--- config.mk ---
export PLATFORM = sky130hd
export DESIGN_NAME = exc_cause_vec
export DESIGN_NICKNAME = d
export VERILOG_FILES = /design/src/rtl/exc_pkg.sv /design/src/rtl/exc_datapath.sv /design/src/rtl/exc_ctrl.sv /design/src/rtl/exc_cause_vec.sv
export SDC_FILE = /design/constraint.sdc
export NUM_CORES = 1
export LEC_CHECK = 0
export ABC_CLOCK_PERIOD_IN_PS = 1700
export BUFFER_PORTS_ARGS = -buffer_cell sky130_fd_sc_hd__buf_4
export CORE_MARGIN = 5
export CORE_UTILIZATION = 30
export CTS_CLUSTER_SIZE = 30
export DETAILED_ROUTE_END_ITERATION = 6
export GPL_TIMING_DRIVEN = 1
export PLACE_DENSITY = 0.71
export RECOVER_POWER = 25
export SLEW_MARGIN = 20
export SYNTH_ARGS = -nofsm -noshare
export SYNTH_HDL_FRONTEND = slang
export SYNTH_SLANG_ARGS = --single-unit
--- constraint.sdc ---
create_clock -name clk -period 1.7 [get_ports clk]
set_clock_uncertainty 0.1 [all_clocks]
set_input_delay 0.34 -clock clk [delete_from_list [all_inputs] [get_ports clk]]
set_output_delay 0.34 -clock clk [all_outputs]
set_load 0.01 [all_outputs]
--- src/rtl/exc_pkg.sv ---
package exc_pkg;

  localparam int OFF_W = 20;

  typedef enum logic [1:0] {
    CAUSE_NONE    = 2'd0,
    CAUSE_BKPT    = 2'd1,
    CAUSE_STMISS  = 2'd2,
    CAUSE_SYSMGMT = 2'd3
  } cause_e;

  // control -> datapath strobes
  typedef struct packed {
    logic   capture;
    logic   clear;
    cause_e sel;
  } strobe_t;

  function automatic logic [OFF_W-1:0] causeOffset(input cause_e c);
    logic [OFF_W-1:0] off;
    case (c)
      CAUSE_STMISS:  off = 20'h01200;
      CAUSE_BKPT:    off = 20'h01300;
      CAUSE_SYSMGMT: off = 20'h01400;
      default:       off = '0;
    endcase
    return off;
  endfunction

endpackage

--- src/rtl/exc_datapath.sv ---
module exc_datapath
  import exc_pkg::*;
#(
  parameter int ADDR_W      = 32,
  parameter int SYNC_STAGES = 2
) (
  input  logic              clk,
  input  logic              rstN,
  input  logic              xlateOn,
  input  logic              lookupValid,
  input  logic              isStore,
  input  logic              tlbHit,
  input  logic              chgBit,
  input  logic [ADDR_W-1:0] nextPc,
  input  logic [ADDR_W-1:0] bkptReg,
  input  logic              intEnable,
  input  logic              mgmtIrq,
  input  logic              hiSel,
  input  strobe_t           stb,
  output logic              bkptHit,
  output logic              storeMiss,
  output logic              mgmtReq,
  output cause_e            causeQ,
  output logic [ADDR_W-1:0] vecQ
);

  localparam int PREFIX_W = ADDR_W - OFF_W;
  localparam int CMP_LO   = 2;           // word-aligned compare
  localparam int EN_BIT   = 1;           // big-endian bit 30

  // synchronizer chain for the asynchronous management line
  logic [SYNC_STAGES-1:0] syncQ;

  genvar g;
  generate
    for (g = 0; g < SYNC_STAGES; g++) begin : g_sync
      always_ff @(posedge clk or negedge rstN) begin
        if (!rstN) syncQ[g] <= 1'b0;
        else if (g == 0) syncQ[g] <= mgmtIrq;
        else syncQ[g] <= syncQ[(g == 0) ? 0 : g-1];
      end
    end
  endgenerate

  // raw cause conditions
  assign storeMiss = xlateOn & lookupValid & isStore & (~tlbHit | ~chgBit);
  assign bkptHit   = bkptReg[EN_BIT] &
                     (bkptReg[ADDR_W-1:CMP_LO] == nextPc[ADDR_W-1:CMP_LO]);
  assign mgmtReq   = intEnable & syncQ[SYNC_STAGES-1];

  logic unusedBits;
  assign unusedBits = ^{bkptReg[0], nextPc[CMP_LO-1:0]};

  logic [ADDR_W-1:0] vecNext;
  assign vecNext = {{PREFIX_W{hiSel}}, causeOffset(stb.sel)};

  always_ff @(posedge clk or negedge rstN) begin
    if (!rstN) begin
      causeQ <= CAUSE_NONE;
      vecQ   <= '0;
    end else if (stb.clear) begin
      causeQ <= CAUSE_NONE;
      vecQ   <= '0;
    end else if (stb.capture) begin
      causeQ <= stb.sel;
      vecQ   <= vecNext;
    end
  end

endmodule

--- src/rtl/exc_ctrl.sv ---
module exc_ctrl
  import exc_pkg::*;
(
  input  logic    clk,
  input  logic    rstN,
  input  logic    bkptHit,
  input  logic    storeMiss,
  input  logic    mgmtReq,
  input  logic    ack,
  output strobe_t stb,
  output logic    excTaken
);

  logic   pending;
  cause_e winner;

  // fixed priority: breakpoint, store trap, management
  always_comb begin
    if (bkptHit)        winner = CAUSE_BKPT;
    else if (storeMiss) winner = CAUSE_STMISS;
    else if (mgmtReq)   winner = CAUSE_SYSMGMT;
    else                winner = CAUSE_NONE;
  end

  always_comb begin
    stb.sel     = winner;
    stb.capture = ~pending & (winner != CAUSE_NONE);
    stb.clear   = pending & ack;
  end

  always_ff @(posedge clk or negedge rstN) begin
    if (!rstN) begin
      pending  <= 1'b0;
      excTaken <= 1'b0;
    end else begin
      excTaken <= stb.capture;
      if (stb.capture)    pending <= 1'b1;
      else if (stb.clear) pending <= 1'b0;
    end
  end

endmodule

--- src/rtl/exc_cause_vec.sv ---
module exc_cause_vec
  import exc_pkg::*;
#(
  parameter int ADDR_W      = 32,
  parameter int SYNC_STAGES = 2
) (
  input  logic              clk,
  input  logic              rstN,
  input  logic              xlateOn,
  input  logic              lookupValid,
  input  logic              isStore,
  input  logic              tlbHit,
  input  logic              chgBit,
  input  logic [ADDR_W-1:0] nextPc,
  input  logic [ADDR_W-1:0] bkptReg,
  input  logic              intEnable,
  input  logic              mgmtIrq,
  input  logic              hiSel,
  input  logic              ack,
  output logic              excTaken,
  output logic [1:0]        cause,
  output logic [ADDR_W-1:0] vecAddr
);

  strobe_t stb;
  logic    bkptHit;
  logic    storeMiss;
  logic    mgmtReq;
  cause_e  causeQ;

  exc_ctrl u_ctrl (
    .clk      (clk),
    .rstN     (rstN),
    .bkptHit  (bkptHit),
    .storeMiss(storeMiss),
    .mgmtReq  (mgmtReq),
    .ack      (ack),
    .stb      (stb),
    .excTaken (excTaken)
  );

  exc_datapath #(
    .ADDR_W     (ADDR_W),
    .SYNC_STAGES(SYNC_STAGES)
  ) u_dp (
    .clk        (clk),
    .rstN       (rstN),
    .xlateOn    (xlateOn),
    .lookupValid(lookupValid),
    .isStore    (isStore),
    .tlbHit     (tlbHit),
    .chgBit     (chgBit),
    .nextPc     (nextPc),
    .bkptReg    (bkptReg),
    .intEnable  (intEnable),
    .mgmtIrq    (mgmtIrq),
    .hiSel      (hiSel),
    .stb        (stb),
    .bkptHit    (bkptHit),
    .storeMiss  (storeMiss),
    .mgmtReq    (mgmtReq),
    .causeQ     (causeQ),
    .vecQ       (vecAddr)
  );

  assign cause = causeQ;

endmodule

==> results summary <==
The number of design-rule violations left by the first detailed-router iteration came out at 37. The final non-filler cell area is 0.00192 mm2. The post-route fraction of the period consumed by the critical path came out at 115%. Summing the areas of all fa, ha and maj instances in the mapped netlist gives 2.41% of the synthesized area. The width of the die came out at roughly 70 um.

The tree built by TritonCTS fans out to 11 sinks. The total wire length is 3220 um. Clock-pin slew was measured on the worst setup and hold paths at approximately 0.060 ns.

The total power consumption of the routed design came out at around 1.1 mW. In this run the vertical extent of the chip is a little under 70 um. The first global-routing pass estimated approximately 4500 um of wire. The simple-gate share of the synthesized area is 15.1%.

After synthesis, flip-flops and latches occupy approximately a quarter of the total area. The tool flagged a number of max-cap violations equal to 0. The wire length per cell came out at between 10 and 15 um.

The number of storage elements in the synthesis netlist is 11. Global routing finished with a remaining overflow of 0. The share of layout cells above drive strength 1 is between 60% and 70%. The final standard cell count with taps included and fillers excluded is between 200 and 300. For this run, asynchronously set or reset flops after synthesis account for 100%. The maximum clock frequency came out at roughly 0.51 GHz.

The maximum number of pins on one net before global-route repair came out at 15. The post-synthesis area per instance is between 9 and 10 um2. The number of iterations in the first detailed-routing pass is 4. The placeable core region is 0.00334 mm2.

The port buffer count is 90. The clock tree buffer depth came out at 2. The number of warnings reported in the yosys synthesis log came out at 0.

The worst supply voltage drop on vdd came out at between 0.0003 and 0.0004 V. Counting flops with a built-in enable in the synthesized netlist gives 0. The type of the setup path with the least slack is primary input to flip-flop.

The final reports fail on setup timing. The biggest area consumer among synthesized cells is sky130_fd_sc_hd__dfrtp_1. The data arrival time of the worst path came out at approximately 2 ns.

At the worst endpoint, the required time is 1.75 ns. The initial antenna violation count is 0. The area occupied by registers came out at about 280 um2. Summed over all nets, the half-perimeter wirelength after detailed placement is around 2700 um.

In this run the remaining antenna-violating nets after routing total 0. The floorplan row count came out at 21. The layout has just under 300 filler cells. The tree is rooted in a sky130_fd_sc_hd__clkbuf_4.

The post-synthesis to final-layout area growth came out at 84.8%. The area fraction in compound gates after synthesis is between 6 and 7%. The starting density of the core came out at between 30% and 40%.

The number of max-slew violations in the final report is 0. The residual DRC count came out at 0. The distinct cell type count of the synthesized netlist is 28. The via count of the first global-routing pass came out at around 1000. The number of placed instances, taps included, is about 240. The placed instances occupy a cell area of about 0.0017 mm2.

The sum of negative setup slack came out at -1.40 ns. The number of clock buffers added by TritonCTS is 3. The top-level port count is 110.

Among all cell types in the netlist, the one instantiated most often is sky130_fd_sc_hd__buf_4. By count the netlist is led by sky130_fd_sc_hd__buf_4 (27), sky130_fd_sc_hd__xnor2_1 (19), sky130_fd_sc_hd__dfrtp_1 (11), sky130_fd_sc_hd__xor2_1 (11). The count of endpoints failing hold in the final timing report was 0. The mux contribution to synthesized area is a little under 3%. The relative max-transition margin came out at about 60%.

The total leakage power came out at ~1 nW. Yosys attributes the largest share of cell area to sky130_fd_sc_hd__dfrtp_1 (27%), sky130_fd_sc_hd__buf_4 (20%), sky130_fd_sc_hd__xnor2_1 (16%), sky130_fd_sc_hd__xor2_1 (9.3%), sky130_fd_sc_hd__nand4_1 (3.6%). Setup violations remaining at the end of the flow were counted as 9.

CTS built an H-tree with a depth of 1. Across every metal layer, demand over resource in global routing totals around 13%. TritonCTS built the clock tree. The summed instance area of the synthesized netlist came out at approximately 0.0010 mm2.

The routability-driven placement congestion ratio came out at ~0.85. The worst-skew pair later-pin latency is between 0.2 and 0.3 ns. The startpoint class of the critical path is a primary input. The type of element capturing the critical path is a flip-flop.

Setup repair after global routing could not meet its margin everywhere. The number of cells traversed by the worst register-to-register path came out at 7. 0 antenna diodes ended up in the layout. In the synthesized netlist the dominant register cell turns out to be sky130_fd_sc_hd__dfrtp_1. The path type of the worst min-delay path is primary input to flip-flop. The slew at the pin closest to its max-slew limit is slightly below 0.6 ns. The via total after detailed routing is roughly 1k. After synthesis, the largest family of logic cells by area is XOR/XNOR gates. The minimum clock period is just under 2 ns. The floorplan step defined a die boundary enclosing 0.00474 mm2. The via density per instance is around 4.0. The number of instances in the synthesized netlist is ~110. The worst setup slack after layout came out at -0.257 ns.

In this run the worst path has a maximum fanout of 4. The total power density per cell area is 576 mW/mm2. The synthesized netlist devotes 25.3% of its cell area to XOR and XNOR gates.

The top cell type's share of synthesized area is 26.5%. The number of instances on the worst hold path came out at 1. At the end of the flow, the number of nets in the layout was roughly 280.

Cells fill a little under three fifths of the core in the end. In the final layout, the multi-input gates occupy approximately 750 um2. The run finished, with violations left.
[layer usage]
metal,GRT usage (%),part of all wire (%),vias up,wire length [um]
li1,-,-,518,-
met1,13.2,32,440,1030
met2,24.6,58,44,1870
met3,3.89,7.2,8,233
met4,3.65,2.5,0,82
met5,0,0,-,0
[path summary, 6_finish.rpt]
path                            slack (ns)           from              end
worst max-delay path                 -0.26     nextPc[17]   u_dp.causeQ[1]
worst min-delay path                  0.10        mgmtIrq    u_dp.syncQ[0]
worst max register to register        0.18  u_dp.syncQ[1]  u_ctrl.excTaken
worst min register to register        0.25  u_dp.syncQ[0]    u_dp.syncQ[1]
max in group asynchronous             0.62           rstN    u_dp.vecQ[12]
min in group asynchronous             0.49           rstN    u_dp.vecQ[30]
[critical path, stage by stage]
cell                      delay (ns)
sky130_fd_sc_hd__buf_4          0.11
sky130_fd_sc_hd__xnor2_1        0.15
sky130_fd_sc_hd__nand4_1        0.17
sky130_fd_sc_hd__nor4_4         0.29
sky130_fd_sc_hd__nand4_4        0.12
sky130_fd_sc_hd__and2_4         0.17
sky130_fd_sc_hd__ha_4           0.16
sky130_fd_sc_hd__or2_4          0.27
sky130_fd_sc_hd__a32o_1         0.22
[placed cells by master (no fill, tap or decap), types with 2 or more instances in the layout]
| master | n |
|---|---|
| sky130_fd_sc_hd__buf_4 | 81 |
| sky130_fd_sc_hd__buf_6 | 15 |
| sky130_fd_sc_hd__clkbuf_1 | 2 |
| sky130_fd_sc_hd__clkbuf_4 | 4 |
| sky130_fd_sc_hd__conb_1 | 16 |
| sky130_fd_sc_hd__dfrtp_1 | 11 |
| sky130_fd_sc_hd__mux2i_1 | 3 |
| sky130_fd_sc_hd__nand2_1 | 6 |
| sky130_fd_sc_hd__nand4_1 | 6 |
| sky130_fd_sc_hd__nor2b_1 | 2 |
| sky130_fd_sc_hd__nor4_2 | 3 |
| sky130_fd_sc_hd__o21ai_1 | 6 |
| sky130_fd_sc_hd__xnor2_1 | 8 |
| sky130_fd_sc_hd__xnor2_2 | 11 |
| sky130_fd_sc_hd__xor2_1 | 11 |
[metrics by stage]
stage	hold slack, ns	setup slack, ns
6_report	0.104	-0.257
5_1_grt	0.0735	-0.342
4_1_cts	0.0723	-0.274
3_5_place_dp	0.0838	-0.575
3_3_place_gp	0.0827	-0.537
2_1_floorplan	-0.0556	-0.529
[cells by family (layout without fill, tap and decap cells)]
| group | Yosys count | after routing |
|---|---|---|
| fa+ha+maj | 2 | 2 |
| other cells | 1 | 16 |
| simple gates | 25 | 25 |
| compound gates | 12 | 12 |
| buf+inv | 30 | 105 |
| xor+xnor | 30 | 30 |
| flops | 11 | 11 |
| mux | 3 | 3 |
[repair_timing]
item / in CTS / in global routing
pin swaps: 14 / 14
resized for setup: 20 / 13
hold endpoints to repair: 11 / 0
cloned: 0 / 0
setup buffers: 0 / 2
endpoints found under the setup margin: 9 / 9
hold buffers: 1 / 0
[where the power goes]
part	leakage [nW]	internal (mW)	switching (mW)
Clock	0.0150	0.0907	0.0816
Sequential	0.139	0.302	0.0482
Combinational	0.842	0.348	0.235
[registers in the layout, summed over array words and instances, names as in the netlist]
| name | count |
|---|---|
| u_dp.causeQ | 2 |
| u_ctrl.excTaken | 1 |
| u_ctrl.pending | 1 |
| u_dp.vecQ | 5 |
| u_dp.syncQ | 2 |
[final cells by class]
type                       count  area share (%)
inverter                       2           0.652
sequential                    11            14.3
multi-input combinational     88            39.0
tap                           46            3.00
clock buffer                   4            1.37
timing repair buffer          99            41.6
No activity file was read; power rests on OpenSTA's default activity.
